[src/rtl/tmrPkg.sv]
`timescale 1ns/1ps
package tmrPkg;
  typedef enum logic [1:0] {
    PIN_CLOCK  = 2'b00,
    PIN_GATE   = 2'b01,
    PIN_TRIG   = 2'b10,
    PIN_RETRIG = 2'b11
  } pinFunc_e;

  localparam logic [1:0] ADDR_MODE = 2'd0;
  localparam logic [1:0] ADDR_CFG  = 2'd1;
  localparam logic [1:0] ADDR_INIT = 2'd2;
  localparam logic [1:0] ADDR_DIV  = 2'd3;

  typedef struct packed {
    logic load;
    logic dec;
    logic wrapReload;
  } cntStrobe_t;
endpackage

[src/rtl/tmrCtrl.sv]
`timescale 1ns/1ps
module tmrCtrl
  import tmrPkg::*;
#(
  parameter int DW     = 8,
  parameter int PRE_W  = 6,
  parameter int SYNC_N = 2
) (
  input  logic          clk,
  input  logic          rstN,
  input  logic          wrEn,
  input  logic [1:0]    wrAddr,
  input  logic [DW-1:0] wrData,
  input  logic          pinIn,
  input  logic          atLast,
  output logic [DW-1:0] initVal,
  output cntStrobe_t    strobe
);
  localparam logic [PRE_W:0] DIV_MAX = {1'b1, {PRE_W{1'b0}}};

  pinFunc_e         pinFunc;
  logic             cntEnable, loadReq;
  logic             srcExt, pinOff, contMode;
  logic [PRE_W-1:0] divSel, preCnt;
  logic [SYNC_N-1:0] syncQ;
  logic             pinSync, pinPrev, fallEdge;
  logic             running, tick, step, loadNow;
  logic             pinActive, trigMode;
  logic [PRE_W:0]   divN;

  // register write port
  always_ff @(posedge clk) begin
    if (!rstN) begin
      pinFunc   <= PIN_CLOCK;
      cntEnable <= 1'b0;
      loadReq   <= 1'b0;
      srcExt    <= 1'b0;
      pinOff    <= 1'b0;
      contMode  <= 1'b0;
      divSel    <= '0;
      initVal   <= '0;
    end else begin
      loadReq <= 1'b0;
      if (wrEn) begin
        case (wrAddr)
          ADDR_MODE: begin
            pinFunc   <= pinFunc_e'(wrData[5:4]);
            cntEnable <= wrData[3];
            loadReq   <= wrData[2];
          end
          ADDR_CFG: begin
            srcExt   <= wrData[2];
            pinOff   <= wrData[1];
            contMode <= wrData[0];
          end
          ADDR_INIT: initVal <= wrData;
          default:   divSel  <= wrData[DW-1 -: PRE_W];
        endcase
      end
    end
  end

  // pin synchronizer and falling-edge detector
  always_ff @(posedge clk) begin
    if (!rstN) begin
      syncQ   <= '0;
      pinPrev <= 1'b0;
    end else begin
      syncQ   <= {syncQ[SYNC_N-2:0], pinIn};
      pinPrev <= pinSync;
    end
  end
  assign pinSync  = syncQ[SYNC_N-1];
  assign fallEdge = pinPrev & ~pinSync;

  // prescaler
  assign divN = (divSel == '0) ? DIV_MAX : {1'b0, divSel};
  assign tick = ({1'b0, preCnt} == (divN - 1'b1));

  always_ff @(posedge clk) begin
    if (!rstN) preCnt <= '0;
    else if (wrEn && wrAddr == ADDR_DIV) preCnt <= '0;
    else if (tick) preCnt <= '0;
    else preCnt <= preCnt + 1'b1;
  end

  // mode decode
  assign pinActive = srcExt & ~pinOff;
  assign trigMode  = pinActive & pinFunc[1];

  always_comb begin
    if (!pinActive) step = tick;
    else begin
      case (pinFunc)
        PIN_CLOCK: step = fallEdge;
        PIN_GATE:  step = tick & pinSync;
        default:   step = tick;
      endcase
    end
  end

  assign loadNow = trigMode
                 ? (cntEnable & fallEdge & (~running | (pinFunc == PIN_RETRIG)))
                 : loadReq;

  assign strobe.load       = loadNow;
  assign strobe.dec        = cntEnable & running & step & ~loadNow;
  assign strobe.wrapReload = contMode & ~trigMode;

  always_ff @(posedge clk) begin
    if (!rstN) running <= 1'b0;
    else if (loadNow) running <= 1'b1;
    else if (strobe.dec && atLast) running <= strobe.wrapReload;
  end


  load_selfclear_chk: assert property (@(posedge clk) disable iff (!rstN)
    (loadReq && !(wrEn && wrAddr == ADDR_MODE)) |=> !loadReq);


  hold_when_off_chk: assert property (@(posedge clk) disable iff (!rstN)
    !cntEnable |-> !strobe.dec);


  no_retrig_chk: assert property (@(posedge clk) disable iff (!rstN)
    (trigMode && pinFunc == PIN_TRIG && running) |-> !strobe.load);
endmodule

[src/rtl/tmrData.sv]
`timescale 1ns/1ps
module tmrData
  import tmrPkg::*;
#(
  parameter int DW = 8
) (
  input  logic          clk,
  input  logic          rstN,
  input  cntStrobe_t    strobe,
  input  logic [DW-1:0] initVal,
  output logic [DW-1:0] count,
  output logic          eoc,
  output logic          atLast
);
  localparam logic [DW-1:0] ONE = {{(DW-1){1'b0}}, 1'b1};

  assign atLast = (count <= ONE);

  always_ff @(posedge clk) begin
    if (!rstN) begin
      count <= '0;
      eoc   <= 1'b0;
    end else begin
      eoc <= strobe.dec & atLast;
      if (strobe.load) count <= initVal;
      else if (strobe.dec) begin
        if (atLast) count <= strobe.wrapReload ? initVal : '0;
        else count <= count - 1'b1;
      end
    end
  end


  count_hold_chk: assert property (@(posedge clk) disable iff (!rstN)
    (!strobe.load && !strobe.dec) |=> $stable(count));


  dec_step_chk: assert property (@(posedge clk) disable iff (!rstN)
    (strobe.dec && !strobe.load && !atLast) |=> (count == $past(count) - ONE));


  count_stop_chk: assert property (@(posedge clk) disable iff (!rstN)
    (strobe.dec && !strobe.load && atLast && !strobe.wrapReload) |=> (count == '0 && eoc));
endmodule

[src/rtl/pinTimer.sv]
`timescale 1ns/1ps
module pinTimer
  import tmrPkg::*;
#(
  parameter int DW     = 8,
  parameter int PRE_W  = 6,
  parameter int SYNC_N = 2
) (
  input  logic          clk,
  input  logic          rstN,
  input  logic          wrEn,
  input  logic [1:0]    wrAddr,
  input  logic [DW-1:0] wrData,
  input  logic          pinIn,
  output logic [DW-1:0] count,
  output logic          eoc
);
  cntStrobe_t    strobe;
  logic [DW-1:0] initVal;
  logic          atLast;

  tmrCtrl #(.DW(DW), .PRE_W(PRE_W), .SYNC_N(SYNC_N)) u_ctrl (
    .clk(clk), .rstN(rstN), .wrEn(wrEn), .wrAddr(wrAddr), .wrData(wrData),
    .pinIn(pinIn), .atLast(atLast), .initVal(initVal), .strobe(strobe)
  );

  tmrData #(.DW(DW)) u_data (
    .clk(clk), .rstN(rstN), .strobe(strobe), .initVal(initVal),
    .count(count), .eoc(eoc), .atLast(atLast)
  );
endmodule

[config.mk]
export PLATFORM = sky130hd
export DESIGN_NAME = pinTimer
export DESIGN_NICKNAME = d
export VERILOG_FILES = /design/src/rtl/tmrPkg.sv /design/src/rtl/tmrCtrl.sv /design/src/rtl/tmrData.sv /design/src/rtl/pinTimer.sv
export SDC_FILE = /design/constraint.sdc
export NUM_CORES = 1
export LEC_CHECK = 0
export ABC_AREA = 1
export BUFFER_PORTS_ARGS = -buffer_cell sky130_fd_sc_hd__buf_2
export CAP_MARGIN = 5
export CELL_PAD_IN_SITES_DETAIL_PLACEMENT = 0
export CELL_PAD_IN_SITES_GLOBAL_PLACEMENT = 1
export CORE_MARGIN = 4
export CORE_UTILIZATION = 25
export DETAILED_ROUTE_END_ITERATION = 8
export GPL_TIMING_DRIVEN = 0
export PLACE_DENSITY_LB_ADDON = 0.1
export REMOVE_ABC_BUFFERS = 1
export SYNTH_ARGS = -nofsm -noshare
export SYNTH_HDL_FRONTEND = slang
export SYNTH_SLANG_ARGS = --single-unit
[constraint.sdc]
create_clock -name clk -period 1.7 [get_ports clk]
set_input_delay 0.34 -clock clk [delete_from_list [all_inputs] [get_ports clk]]
set_output_delay 0.34 -clock clk [all_outputs]
set_load 0.05 [all_outputs]
==> flow_metrics.env, run 1 <==
export IMPL_placed_area_mm2=0.00229
export IMPL_htree_num_levels=2
export IMPL_ios=23
export IMPL_use_met1=0.142
export IMPL_synthCells=297
export IMPL_worstSetupEndpointType="flop"
export IMPL_place_gp_congestion=0.722
export IMPL_powerDensity_mw_per_mm2=741
export IMPL_start_util=0.256
export IMPL_async_flop_share=0
export IMPL_postCtsHoldBufs=0
export IMPL_violations="setup timing"
export IMPL_setup_ws_ps=-130
export IMPL_grt_pass1_wl_mm=9.13
export IMPL_grt_max_degree=25
export IMPL_grt_busiest_layer="met2"
export IMPL_firstDrtPassIters=4
export IMPL_antenna_found_initial=0
export IMPL_synth_ff_type="dfxtp_1"
export IMPL_synth_most_common_cell="nand2_1"
export IMPL_cp_slowest_cell="dfxtp_2"
export IMPL_ant_nets=0
export IMPL_ys_seq_elements=40
export IMPL_worst_hold_path_type="input pin to flop"
export IMPL_preCtsSetupSlack_ps=-384
export IMPL_cts_buffer_depth=2
export IMPL_numCtsBuffers=5
export IMPL_cts_sinks=40
export IMPL_fin_crit_ps=1830
export IMPL_ir_drop_uv=262
export IMPL_synth_warnings=0
export IMPL_syn_area_mm2=0.00208
export IMPL_clock_skew_ps=10.4
export IMPL_die_w_um=99.2
export IMPL_crit_type="flop to flop"
export IMPL_viasPerCell=4.43
export IMPL_die_area_mm2=0.00984
export IMPL_worst_ep_required_time_ps=1920
export IMPL_place_hpwl_mm=3.99
export IMPL_tritoncts="done"
export IMPL_yosys_top_cells_area="dfxtp_1 39%, nand2_1 9.2%, o21ai_0 8.4%"
export IMPL_hold_violations=0
export IMPL_max_stage_delay_ps=330
export IMPL_insertion_delay_ps=300
export IMPL_grt_usage=0.116
export IMPL_post_drt_wl_per_cell_um=12.5
export IMPL_p_leak_uw=0.00112
export IMPL_grtUsageMet3=0.0245
export IMPL_crit_chain="inv_2 -> ha_4 -> nand2_4 -> nor2_4 -> inv_1 -> nand2_1 -> nand2_1 -> nor3_2 -> nand3_2 -> nand2_4 -> nand2_8 -> nand2_8 -> nand2_2 -> a21oi_1"
export IMPL_finalSetupViolations=15
export IMPL_whs_ps=227
export IMPL_die_h_um=99.2
export IMPL_clk_pin_slew_worst_paths_ps=80
export IMPL_via_count=1924
export IMPL_yosys_area_top_type="dfxtp_1"
export IMPL_root_buffer="clkbuf_8"
export IMPL_drt_iter0_markers=44
export IMPL_finalWirelength_mm=5.44
export IMPL_slew_headroom=0.634
export IMPL_tightest_slew_ps=548
export IMPL_syn_to_final_growth_pct=25.6
export IMPL_synth_edff_count=0
export IMPL_cap_viol_max_count=0
export IMPL_worstPathMaxFanout=8
export IMPL_ys_seq_area_frac=0.385
export IMPL_rsz0062_at_grt="true"
export IMPL_fmax_mhz=547
export IMPL_netlist_top_cells_count="51 x nand2_1, 40 x dfxtp_1, 40 x inv_1, 35 x o21ai_0, 33 x nor2_1"
export IMPL_grt_pass1_vias=1872
export IMPL_drv_slew=0
export IMPL_synth_area_per_cell_um2=7.00
export IMPL_drc=0
export IMPL_fin_area_mm2=0.00261
export IMPL_row_count=33
export IMPL_nets=348
export IMPL_outcome="complete, but fails checks"
export IMPL_period_share=1.08
export IMPL_coreArea_mm2=0.00813
export IMPL_io_buffers=22
export IMPL_met2_usage=0.207
export IMPL_critPathLaunchType="flop"
export IMPL_drive_gt1_frac=0.228
export IMPL_netlist_area_leader_share=0.385
export IMPL_yosys_cell_types_count=30
export IMPL_grt_ovfl_total=0
export IMPL_antenna_cells=0
export IMPL_cp_arrival_ps=2050
-- cell type report --
type / instances / area, um^2
inverters: 42 / 160
multi-input cells: 210 / 1230
well taps: 105 / 131
flip-flops and latches: 40 / 807
repair buffers: 30 / 186
clock buffers: 7 / 96.3
fillers: 918 / 5520
-- cells by family after synthesis --
kind of cell,Yosys count,synth area share
simple gates,121,0.261
compound gates,70,0.177
buf+inv,48,0.0920
flops,40,0.385
xor+xnor,13,0.0548
fa+ha+maj,5,0.0301
-- worst paths after layout --
check / from / to / slack [ps] / cells after the start
max: u_ctrl.divSel[1] / u_data.count[3] / -130 / 14
min: pinIn / u_ctrl.syncQ[0] / 230 / 3
max reg2reg: u_ctrl.divSel[1] / u_data.count[3] / -130 / 14
min reg2reg: u_ctrl.syncQ[0] / u_ctrl.syncQ[1] / 410 / 2
-- flip-flops by register name, summed over array words and instances (netlist names), 2 cells and up --
| signal | cells |
|---|---|
| u_ctrl.pinFunc | 2 |
| u_ctrl.preCnt | 6 |
| u_ctrl.syncQ | 2 |
| u_ctrl.initVal | 8 |
| u_data.count | 8 |
| u_ctrl.divSel | 6 |
-- what timing repair did --
action                     in CTS  in global routing
gates cloned                    1                  0
buffers inserted                6                  1
resized for setup              14                 23
setup endpoints to repair      16                 16
pin swaps                      10                  8
-- per-layer routing --
metal,part of all wire,up-vias
li1,-,1021
met1,0.47,878
met2,0.49,18
met3,0.026,7
met4,0.011,0
met5,0,-
-- cells in the final DEF (no fill, tap or decap), types with 3 or more instances in the layout --
cell type / netlist / final
nand2_1: 51 / 49
nand3_1: 19 / 18
xor2_1: 7 / 7
nor2_1: 33 / 31
dfxtp_1: 40 / 37
nor3_1: 4 / 4
nand2_4: 2 / 3
a21oi_1: 28 / 22
inv_2: 1 / 4
buf_2: 1 / 22
xnor2_1: 6 / 6
buf_4: 0 / 6
nor2_2: 2 / 3
a21oi_2: 1 / 6
inv_1: 40 / 36
o21ai_0: 35 / 34
clkbuf_8: 1 / 7
-- through the flow --
stage	power [uW]	utilization	setup TNS, ps	cells
after global routing	2050	0.321	-3420	434
after CTS	1960	0.309	-2520	433
final	1940	0.321	-1340	434
after global placement	1230	0.281	-10550	418
after floorplan	1160	-	-3130	291
after detailed placement	1230	0.282	-4340	419
-- report_power, final --
| part | leakage [uW] | internal, uW | switching, uW |
|---|---|---|---|
| Clock | 0.0000503 | 362 | 334 |
| Combinational | 0.000741 | 94.9 | 147 |
| Sequential | 0.000328 | 970 | 27.7 |
-- worst max-delay path, delay by kind of cell, from the launching register on --
kind                     cells  cell delay [ps]
AND/OR/NAND/NOR             10              960
flip-flops                   1              330
adder cells (fa/ha/maj)      1              170
buffers and inverters        2              140
AO/OA/AOI/OAI                1              130
(Power assumes the default switching activity.)
==> run 2: changes to the inputs <==
- CTS_BUF_LIST: not set -> sky130_fd_sc_hd__clkbuf_4 sky130_fd_sc_hd__clkbuf_8 sky130_fd_sc_hd__clkbuf_16
- SKIP_CTS_REPAIR_TIMING: not set -> 1
==> run 2 against run 1 <==
  * The run still ends with setup timing left
  * Largest cell class unchanged
  * Critical endpoint is now u_data.count[5]
  * Non-clock buffer count unchanged
  * Utilization down 0.40 points
  * Global-route usage down 0.37 points
==> flow_metrics.env, run 2 (synthesized netlist as in run 1, its figures left out) <==
export IMPL_outcome="complete, but fails checks"
export IMPL_violations="setup timing"
export IMPL_syn_to_final_growth_pct=24.0
export IMPL_firstDrtPassIters=4
export IMPL_cts_buffer_depth=2
export IMPL_critPathLaunchType="flop"
export IMPL_hold_violations=0
export IMPL_met3_length_um=162
export IMPL_p_leak_uw=0.00111
export IMPL_place_inst=419
export IMPL_met1Wirelength_mm=2.55
export IMPL_p_seq_frac=0.519
export IMPL_highest_layer="met4"
export IMPL_fin_crit_ps=1890
export IMPL_finalSetupViolations=10
export IMPL_worst_hold_path_type="input pin to flop"
export IMPL_placed_area_mm2=0.00229
export IMPL_swShare=0.260
export IMPL_pwr_share_clk=0.359
export IMPL_grt_usage=0.112
export IMPL_fin_setup_tns_ps=-1430
export IMPL_numCtsBuffers=5
export IMPL_root_buffer="clkbuf_8"
export IMPL_grt_pass1_vias=1831
export IMPL_post_drt_wl_per_cell_um=12.5
export IMPL_reg_top3="u_ctrl.initVal x8, u_data.count x8"
export IMPL_fmax_mhz=530
export IMPL_tritoncts="done"
export IMPL_period_share=1.11
export IMPL_cell_internal_pwr_uw=1420
export IMPL_layout_common_cells="48 x nand2_1, 38 x inv_1, 36 x dfxtp_1"
export IMPL_drc=0
export IMPL_ir_drop_uv=261
export IMPL_die_area_mm2=0.00984
export IMPL_drt_iter0_markers=34
export IMPL_finalWirelength_mm=5.43
export IMPL_cts_sinks=40
export IMPL_antenna_cells=0
export IMPL_place_hpwl_mm=3.99
export IMPL_via_count=1926
export IMPL_place_gp_congestion=0.722
export IMPL_fin_area_mm2=0.00258
export IMPL_grt_max_degree=25
export IMPL_comb_power_share=0.122
export IMPL_grt_pass1_wl_mm=8.83
export IMPL_worstPathMaxFanout=4
export IMPL_antenna_found_initial=0
export IMPL_ios=23
export IMPL_switchingPower_uw=501
export IMPL_viasPerCell=4.44
export IMPL_worstSetupEndpointType="flop"
export IMPL_nets=348
export IMPL_start_util=0.256
export IMPL_layout_cells_non_filler=434
export IMPL_insertion_delay_ps=290
export IMPL_powerDensity_mw_per_mm2=746
export IMPL_coreArea_mm2=0.00813
export IMPL_htree_num_levels=2
export IMPL_die_h_um=99.2
export IMPL_dr_wl_met2_mm=2.67
export IMPL_slew_headroom=0.619
export IMPL_grt_ovfl_total=0
export IMPL_tightest_slew_ps=572
export IMPL_crit_type="flop to flop"
export IMPL_whs_ps=232
export IMPL_ant_nets=0
export IMPL_mostFrequentLayoutCell="nand2_1"
export IMPL_die_w_um=99.2
export IMPL_cp_arrival_ps=2030
export IMPL_setup_ws_ps=-185
export IMPL_cap_viol_max_count=0
export IMPL_worst_ep_required_time_ps=1850
export IMPL_drive_gt1_frac=0.222
export IMPL_io_buffers=22
export IMPL_rsz0062_at_grt="true"
export IMPL_clock_skew_ps=9.19
export IMPL_row_count=33
export IMPL_clk_pin_slew_worst_paths_ps=80
export IMPL_drv_slew=0
==> run 2: power by group through the flow <==
stage	Clock [uW]	Sequential (uW)	Combinational, uW
finish	691	998	235
global route	770	1000	270
floorplan	0	1010	145
detailed placement	0	1020	207
CTS	743	999	208
global placement	0	1020	205
==> run 2: metrics by stage <==
stage / util / worst slack [ps] / power [uW]
2_1_floorplan: - / -392 / 1160
3_3_place_gp: 0.281 / -1170 / 1230
3_5_place_dp: 0.282 / -384 / 1230
4_1_cts: 0.294 / -404 / 1950
5_1_grt: 0.317 / -305 / 2040
6_report: 0.317 / -185 / 1920
==> run 2: path summary, 6_finish.rpt <==
path | start | to | slack (ps) | cells after the start
worst min register to register | u_ctrl.syncQ[0] | u_ctrl.syncQ[1] | 410 | 2
worst min-delay path | pinIn | u_ctrl.syncQ[0] | 230 | 3
worst max-delay path | u_ctrl.divSel[1] | u_data.count[5] | -190 | 14
worst max register to register | u_ctrl.divSel[1] | u_data.count[5] | -190 | 14
==> run 2: cell type report <==
type | count | area, um^2
fillers | 923 | 5560
clock buffers | 7 | 96.3
multi-input cells | 210 | 1210
well taps | 105 | 131
flip-flops and latches | 40 | 811
inverters | 42 | 163
repair buffers | 30 | 170
==> run 2: layer usage <==
metal | vias up | track usage
li1 | 1024 | -
met1 | 876 | 0.138
met2 | 19 | 0.198
met3 | 7 | 0.0245
met4 | 0 | 0.0284
met5 | - | 0
==> run 2: worst max-delay path, cell delays in order (launching register included) <==
cell     delay, ps
dfxtp_4        360
inv_4           70
ha_4           160
nand2_4         70
nor2_4         100
inv_1           40
nand2_1         50
nand2_1         60
nor3_2         210
nand3_2        140
nand2_4        130
buf_4          140
nand2_4         70
nand3_1         90
a21oi_1         60
